==> config.mk <==
export PLATFORM = sky130hd
export DESIGN_NAME = ptr_dma_ctrl
export DESIGN_NICKNAME = d
export VERILOG_FILES = /design/src/rtl/ptr_dma_ctrl.sv
export SDC_FILE = /design/constraint.sdc
export NUM_CORES = 1
export LEC_CHECK = 0
export BUFFER_PORTS_ARGS = -buffer_cell sky130_fd_sc_hd__buf_2
export CAP_MARGIN = 40
export CELL_PAD_IN_SITES_DETAIL_PLACEMENT = 1
export CELL_PAD_IN_SITES_GLOBAL_PLACEMENT = 1
export CORE_MARGIN = 2
export CORE_UTILIZATION = 27
export DETAILED_ROUTE_END_ITERATION = 8
export PLACE_DENSITY_LB_ADDON = 0.08
export SLEW_MARGIN = 20
export SYNTH_ARGS = -nofsm -noshare
export SYNTH_HDL_FRONTEND = slang
export SYNTH_SLANG_ARGS = --single-unit
==> constraint.sdc <==
create_clock -name clk -period 3.7 [get_ports clk]
set_input_delay 0.74 -clock clk [delete_from_list [all_inputs] [get_ports clk]]
set_output_delay 0.74 -clock clk [all_outputs]
set_load 0.1 [all_outputs]
==> src/rtl/ptr_dma_ctrl.sv <==
module ptr_dma_ctrl #(
  parameter int NCH  = 16,
  parameter int AW   = 16,
  parameter int BASE = 16
) (
  input  logic              clk,
  input  logic              rst_n,
  input  logic [NCH-1:0]    chan_req,
  input  logic [NCH*AW-1:0] chan_in_data,
  output logic [NCH-1:0]    chan_ack,
  output logic [NCH-1:0]    chan_done,
  output logic [AW-1:0]     chan_out_data,
  input  logic              cpu_wr_valid,
  input  logic [AW-1:0]     cpu_wr_addr,
  output logic              mem_req,
  output logic              mem_we,
  output logic [AW-1:0]     mem_addr,
  output logic [AW-1:0]     mem_wdata,
  input  logic              mem_gnt,
  input  logic [AW-1:0]     mem_rdata
);
  localparam int CW = (NCH > 1) ? $clog2(NCH) : 1;

  typedef enum logic [2:0] {
    S_IDLE, S_RD_CUR, S_CAP_CUR, S_RD_LAST, S_CAP_LAST, S_XFER, S_CAP_DATA, S_WBACK
  } state_t;

  state_t         st;
  logic [CW-1:0]  ch;
  logic [AW-1:0]  cur_w, last_w, data_r;
  logic [NCH-1:0] stopped;

  logic [NCH-1:0] elig;
  logic [CW-1:0]  pick;
  logic           any;
  logic [AW-1:0]  ptr_addr, next_a, last_a, wb_word;
  logic           dir_in, exhausted, wb_fire;

  assign elig = chan_req & ~stopped;

  always_comb begin
    pick = '0;
    any  = 1'b0;
    for (int i = NCH - 1; i >= 0; i--) begin
      if (elig[i]) begin
        pick = CW'(i);
        any  = 1'b1;
      end
    end
  end

  assign ptr_addr  = AW'(BASE) + (AW'(ch) << 1);
  assign dir_in    = cur_w[AW-1];
  assign next_a    = {1'b0, cur_w[AW-2:0]} + AW'(1);
  assign last_a    = {1'b0, last_w[AW-2:0]};
  assign wb_word   = {dir_in, next_a[AW-2:0]};
  assign exhausted = next_a > last_a;
  assign wb_fire   = (st == S_WBACK) && mem_gnt;

  assign mem_req = (st == S_RD_CUR) || (st == S_RD_LAST) || (st == S_XFER) || (st == S_WBACK);
  assign mem_we  = (st == S_WBACK) || ((st == S_XFER) && dir_in);

  always_comb begin
    mem_addr  = '0;
    mem_wdata = '0;
    case (st)
      S_RD_CUR:  mem_addr = ptr_addr;
      S_RD_LAST: mem_addr = ptr_addr + AW'(1);
      S_XFER: begin
        mem_addr  = {1'b0, cur_w[AW-2:0]};
        mem_wdata = dir_in ? data_r : '0;
      end
      S_WBACK: begin
        mem_addr  = ptr_addr;
        mem_wdata = wb_word;
      end
      default: ;
    endcase
  end

  assign chan_ack      = wb_fire ? (NCH'(1) << ch) : '0;
  assign chan_done     = (wb_fire && exhausted) ? (NCH'(1) << ch) : '0;
  assign chan_out_data = data_r;

  always_ff @(posedge clk) begin
    if (!rst_n) begin
      st     <= S_IDLE;
      ch     <= '0;
      cur_w  <= '0;
      last_w <= '0;
      data_r <= '0;
    end else begin
      case (st)
        S_IDLE: if (any) begin
          ch <= pick;
          st <= S_RD_CUR;
        end
        S_RD_CUR:  if (mem_gnt) st <= S_CAP_CUR;
        S_CAP_CUR: begin
          cur_w <= mem_rdata;
          st    <= S_RD_LAST;
        end
        S_RD_LAST: if (mem_gnt) st <= S_CAP_LAST;
        S_CAP_LAST: begin
          last_w <= mem_rdata;
          data_r <= chan_in_data[ch*AW +: AW];
          st     <= S_XFER;
        end
        S_XFER: if (mem_gnt) st <= dir_in ? S_WBACK : S_CAP_DATA;
        S_CAP_DATA: begin
          data_r <= mem_rdata;
          st     <= S_WBACK;
        end
        S_WBACK: if (mem_gnt) st <= S_IDLE;
        default: st <= S_IDLE;
      endcase
    end
  end

  for (genvar n = 0; n < NCH; n++) begin : g_arm
    localparam logic [AW-1:0] CUR_ADDR = AW'(BASE + 2 * n);
    always_ff @(posedge clk) begin
      if (!rst_n)
        stopped[n] <= 1'b0;
      else if (wb_fire && exhausted && (ch == CW'(n)))
        stopped[n] <= 1'b1;
      else if (cpu_wr_valid && (cpu_wr_addr == CUR_ADDR))
        stopped[n] <= 1'b0;
    end
  end
endmodule

# == Word level (Yosys, flattened, before mapping) ==
# Cells that the tools add are included.
# classes
mux,77
addsub,3
n_shift,2
n_bitwise,2
reduce_logical,61
n_eq_ne,43
order_cmp,1
# op_table
operator,count
variable part select 256 x 9 -> 16 bit,1
== test 16 x 5 -> 1 bit (second input constant),8
== test 16 x 6 -> 1 bit (second input constant),8
two-way mux 4 bit,16
case mux 16 bit (2 select lines),2
two-way mux 1 bit,49
two-way mux 16 bit,3
case mux 15 bit (3 select lines),1
logical AND 1 bit,35
nonzero test 2 bit,17
== test 4 bit (second input constant),8
case mux 3 bit (8 select lines),1
adder 15 x 1 -> 16 bit (second input constant),1
AND 16 bit,1
== test 4 x 3 -> 1 bit (second input constant),4
greater-than comparator 16 x 15 -> 1 bit,1
inverter 16 bit,1
left shift 1 x 4 -> 16 bit (first input constant),1
two-way mux 3 bit,5
== test 3 bit (second input constant),4
inequality test 2 bit (second input constant),5
== test 4 x 2 -> 1 bit (second input constant),2
adder 6 x 1 -> 7 bit (second input constant),1
adder 5 x 5 -> 6 bit (first input constant),1
other kinds (9),13
# totals
inputBits,308
elab_cells,210
out_inout_bits,82
register_bits,70

# == Logic depth before layout (Yosys ltp) ==
# logic_depth
word_depth,20
mapped_depth,14
mapped_depth_nobuf,13

# == Worst setup path after synthesis ==
# OpenSTA, ideal clock, no wires.
# synth_timing
path_type,register -> output
from,reg cur_w[0]
to,out chan_done[10]
stages_incl_launch_ff,14
t_required_ns,2.960
path_slack_ns,-1.540
n_path_buf,1
arrival_ns,4.500
path_cell_list,dfxtp_1 > ha_1 > nand3_1 > nor2_1 > nand4_1 > nor2_1 > xor2_1 > ha_1 > nand3_1 > nor4_1 > a211o_1 > a22oi_2 > buf_2 > nor3_1
# synth_via
elab_chain_len,4
# synth_lines
item,line_no,rtl
from (decl),30,"logic [AW-1:0] cur_w, last_w, data_r;"
from (signal assigned),100,cur_w <= mem_rdata;
adder 15 x 1 -> 16 bit,54,"assign next_a = {1'b0, cur_w[AW-2:0]} + AW'(1);"
greater-than comparator 16 x 15 -> 1 bit,57,assign exhausted = next_a > last_a;
logical AND 1 bit,82,assign chan_done = (wb_fire && exhausted) ? (NCH'(1) << ch) : '0;
two-way mux 16 bit,82,
to (decl),11,"output logic [NCH-1:0] chan_done,"
# Every way passes these cells.

# == Worst setup path in the final report ==
# layout_timing
from,reg cur_w[0]
to,out chan_done[8]
# Same word-level chain as after synthesis.

==> summary.md <==
| Metric | Value |
|---|---|
| Cell area after synthesis | `~6100 um^2` |
| Drt initial violations | `roughly 420` |
| Tcrit/Tclk final | `1.144` |
| Routability cong. | `about 0.90` |
| Warnings, synthesis | `0` |
| DRT antenna net count | `0` |
| Slowest cell on the critical path | `dfxtp_4` |
| CP most frequent cell | `buf_6` |
| Relative slew slack | `0.4739` |
| Crit path kind | `register to primary output` |
| Rows | `55` |
| End of the critical path | `chan_done[8]` |
| Startpoint class of the critical path | `register` |
| Cell Area, Placed | `between 8000 and 9000 um^2` |
| RSZ-0062 raised after global routing | `yes` |
| Power density over cell area | `556.3 nW/um^2` |
| Largest net degree at the start of global routing | `54` |
| Die footprint | `between 20000 and 25000 um^2` |
| Synth Net Count | `about 1000` |
| IO buf count | `~390` |
| First-pass GRT wire length | `about 50000 um` |
| Leak pwr | `around 4.3 nW` |
| Vias in the first global route | `between 7000 and 8000` |
| Dominant synthesized flop cell | `dfxtp_1` |
| Layout area overhead | `58.90%` |
| Routed len/inst | `approximately 26 um` |
| CP Data Required Time | `2.96 ns` |
| Hpwl dp | `approximately 29000 um` |
| Placed insts | `~1300` |
| Crit path from | `cur_w[0]$_SDFFE_PN0P_` |
| Chip Height | `~150 um` |
| Drt drc | `0` |
| Adder-cell share of the synthesized area | `0.04098` |
| Root Buffer | `clkbuf_16` |
| Fmax | `between 200 and 250 MHz` |
| CTS HTree Levels | `3` |
| Mux cell area share after synthesis | `0.2983` |
| Worst reg2reg path depth | `17` |
| Crit-path max cell delay | `between 0.3 and 0.4 ns` |
| CTS Buf Count | `9` |
| Crit-path max FO | `8` |
| Total track usage | `0.2894` |
| Starting Density | `0.2722` |
| GRT overflow | `0` |
| Clk_lat worst skew | `roughly 0.35 ns` |
| Area leader, netlist | `mux4_2` |
| Non-filler cells, final | `around 1400` |
| Slew Limit Fails | `0` |
| Hold Crit Class | `register to register` |
| Die Width | `about 150 um` |
| Setup-failing EPs final | `16` |
| Critical R2R Launch | `cur_w[0]$_SDFFE_PN0P_` |
| Distinct cell type count after synthesis | `52` |
| XOR/XNOR Fraction of Synth Area | `0.01864` |
| Total wire length | `approximately 35000 um` |
| Post-synthesis simple-gate area fraction | `0.1850` |
| Minimum clock period after layout | `roughly 4.2 ns` |
| Number of synthesized flops with an enable pin | `0` |
| Final Cell Area | `between 9000 and 10000 um^2` |
| Core Box Area | `22430 um^2` |
| Synth async-reset ratio | `0` |
| Largest buffer count on any clock path | `2` |
| Via Count | `between 7000 and 8000` |
| Reg clk slew, reported paths | `0.05 ns` |
| Compound-gate portion of the synthesized area | `0.1635` |
| Final nets | `1400` |
| Largest family of logic cells by synthesized area | `multiplexers` |
| Reg2reg setup slack | `between 0.2 and 0.25 ns` |
| TritonCTS clock tree | `yes` |
| Slew @ Worst Pin | `just under 0.8 ns` |
| Hold_buf cts | `0` |
| Vias per cell | `approximately 5.4` |
| Initial antenna violation count | `7` |
| Mapped Cells | `roughly 670` |
| Fillcell total | `2675` |
| Top cells by area, synth | `mux4_2 (30%), dfxtp_1 (23%), nand2_1 (6.2%), ha_1 (4.1%), a21oi_1 (3.9%)` |
| Run status | `finished with violations` |
| Hold Slack | `between 0.4 and 0.5 ns` |
| Failing checks | `negative setup slack` |
| Crit path capture type | `primary output` |
| Mean Syn Cell Area | `slightly above 9 um^2` |
| Final hold vios | `0` |
| Worst-path cell chain | `buf_6 -> nand4_1 -> nor2_2 -> and4_4 -> nand4_1 -> xnor2_2 -> ha_4 -> buf_6 -> nand3_4 -> nor4_4 -> a211o_1 -> a22oi_2 -> buf_6 -> buf_12 -> nor3_4 -> buf_12` |
| Total power | `between 5 and 6 mW` |
| Worst r2r dst | `stopped[8]$_SDFFE_PN0P_` |
| Share of cells above drive strength 1 | `0.5450` |
| Max-cap viol count | `0` |
| Share of the synthesized area in the top cell type | `0.2950` |
| Number of detailed-route iterations in the first pass | `4` |
| Setup Skew | `between 0.008 and 0.009 ns` |
| Peak supply drop | `0.4056 mV` |
| Seq cells post-synth | `70` |
| Worst setup margin | `-0.5311 ns` |
| CP arrival | `around 3.5 ns` |
| Sequential cell area fraction in the yosys report | `0.2295` |
| CTS sink cnt | `70` |
| I/O pin count | `between 300 and 400` |
[sequential cells by signal, indices dropped and copies added, names as in the netlist]
name and flops:
ch 4, chan_out_data 16, cur_w 16, last_w 15, st 3, stopped 16
[where the power goes]
group | internal, mW | switching [mW] | leakage, nW
Sequential | 0.855 | 0.163 | 0.571
Combinational | 1.36 | 2.00 | 3.54
Clock | 0.678 | 0.342 | 0.166
Total | 2.89 | 2.50 | 4.28
[per-layer routing]
layer,vias up,GRT usage,wire length (um)
li1,3348,-,-
met1,3705,0.3887,15230
met2,282,0.4785,16580
met3,36,0.07145,2646
met4,8,0.05423,410
met5,-,0,45
[layout make-up]
cell class | instances | area [um^2] | area share
Antenna cell | 5 | 12.51 | 0.001289
Clock buffer | 11 | 242.7 | 0.02501
Clock inverter | 5 | 106.4 | 0.01096
Inverter | 33 | 123.9 | 0.01276
Multi-Input combinational cell | 509 | 4601 | 0.4741
Sequential cell | 70 | 1421 | 0.1465
Tap cell | 285 | 356.6 | 0.03675
Timing Repair Buffer | 449 | 2840 | 0.2927
[logic make-up (layout without fill, tap and decap cells)]
group,Yosys count,after routing
compound gates,148,148
xor+xnor,13,13
fa+ha+maj,20,20
buf+inv,90,498
flops,70,70
mux,82,82
other cells,1,6
simple gates,245,245
[worst min-delay path by stage]
stage                            startpoint                 endpoint  slack, ns  cells past startpoint
CTS                  last_w[3]$_SDFFE_PN0P_   last_w[3]$_SDFFE_PN0P_       0.46                      2
global placement     last_w[7]$_SDFFE_PN0P_   last_w[7]$_SDFFE_PN0P_       0.44                      2
finish               last_w[3]$_SDFFE_PN0P_   last_w[3]$_SDFFE_PN0P_       0.46                      2
detailed placement   last_w[3]$_SDFFE_PN0P_   last_w[3]$_SDFFE_PN0P_       0.45                      2
floorplan           last_w[10]$_SDFFE_PN0P_  last_w[10]$_SDFFE_PN0P_       0.44                      2
global route         last_w[3]$_SDFFE_PN0P_   last_w[3]$_SDFFE_PN0P_       0.48                      2
[repair_timing]
action,CTS,global route
resized for setup,78,10
pin swaps,13,11
hold endpoints to repair,0,0
setup endpoints to repair,16,17
gates cloned,2,0
setup buffers,15,5
[synth_stat cells, types with 10 or more instances]
cell type and n:
o32ai_1 10, o21ai_0 22, and3_1 10, a32o_1 14, nand4_1 10, clkbuf_1 38, a21oi_1 48, ha_1 20
mux4_2 80, nand2b_1 22, inv_1 33, o22ai_1 11, dfxtp_1 70, nor3_1 17, nor2_1 50, nand3_1 13
nand2_1 101
[worst max-delay path: cells and delay by family, from the launching register on]
| kind | cells | cell delay (ns) |
|---|---|---|
| and+or+nand+nor | 7 | 1.29 |
| buffers and inverters | 5 | 0.70 |
| DFF | 1 | 0.37 |
| adders and majority gates | 1 | 0.30 |
| AOI/OAI and AO/OA | 2 | 0.26 |
| xor gates and xnor gates | 1 | 0.21 |
[metrics by stage]
| stage | setup TNS [ns] | setup slack [ns] | util |
|---|---|---|---|
| 2_1_floorplan | -0.3476 | -0.1711 | - |
| 3_3_place_gp | -4.854 | -0.3161 | 0.3941 |
| 3_5_place_dp | -5.187 | -0.3363 | 0.3941 |
| 4_1_cts | -6.288 | -0.4317 | 0.4313 |
| 5_1_grt | -10.27 | -0.6957 | 0.4322 |
| 6_report | -7.638 | -0.5311 | 0.4326 |
[cells in the final DEF, fill, tap and decap left out, types with 5 or more instances in the layout]
cell | Yosys | final
buf_2 | 7 | 363
buf_12 | 0 | 29
a22oi_1 | 8 | 8
clkbuf_16 | 0 | 9
xnor2_1 | 8 | 6
ha_1 | 20 | 18
nand3_1 | 13 | 11
nor3_4 | 0 | 16
nor2_1 | 50 | 48
xor2_1 | 5 | 5
inv_1 | 33 | 33
diode_2 | 0 | 5
nand2_1 | 101 | 101
nand4_1 | 10 | 10
mux4_2 | 80 | 80
o221ai_1 | 5 | 5
o32ai_1 | 10 | 10
buf_4 | 5 | 53
nand2b_1 | 22 | 22
o21ai_0 | 22 | 21
dfxtp_1 | 70 | 62
and3_1 | 10 | 10
a32o_1 | 14 | 13
a21oi_1 | 48 | 47
o22ai_1 | 11 | 11
No activity file was read; power rests on OpenSTA's default activity.
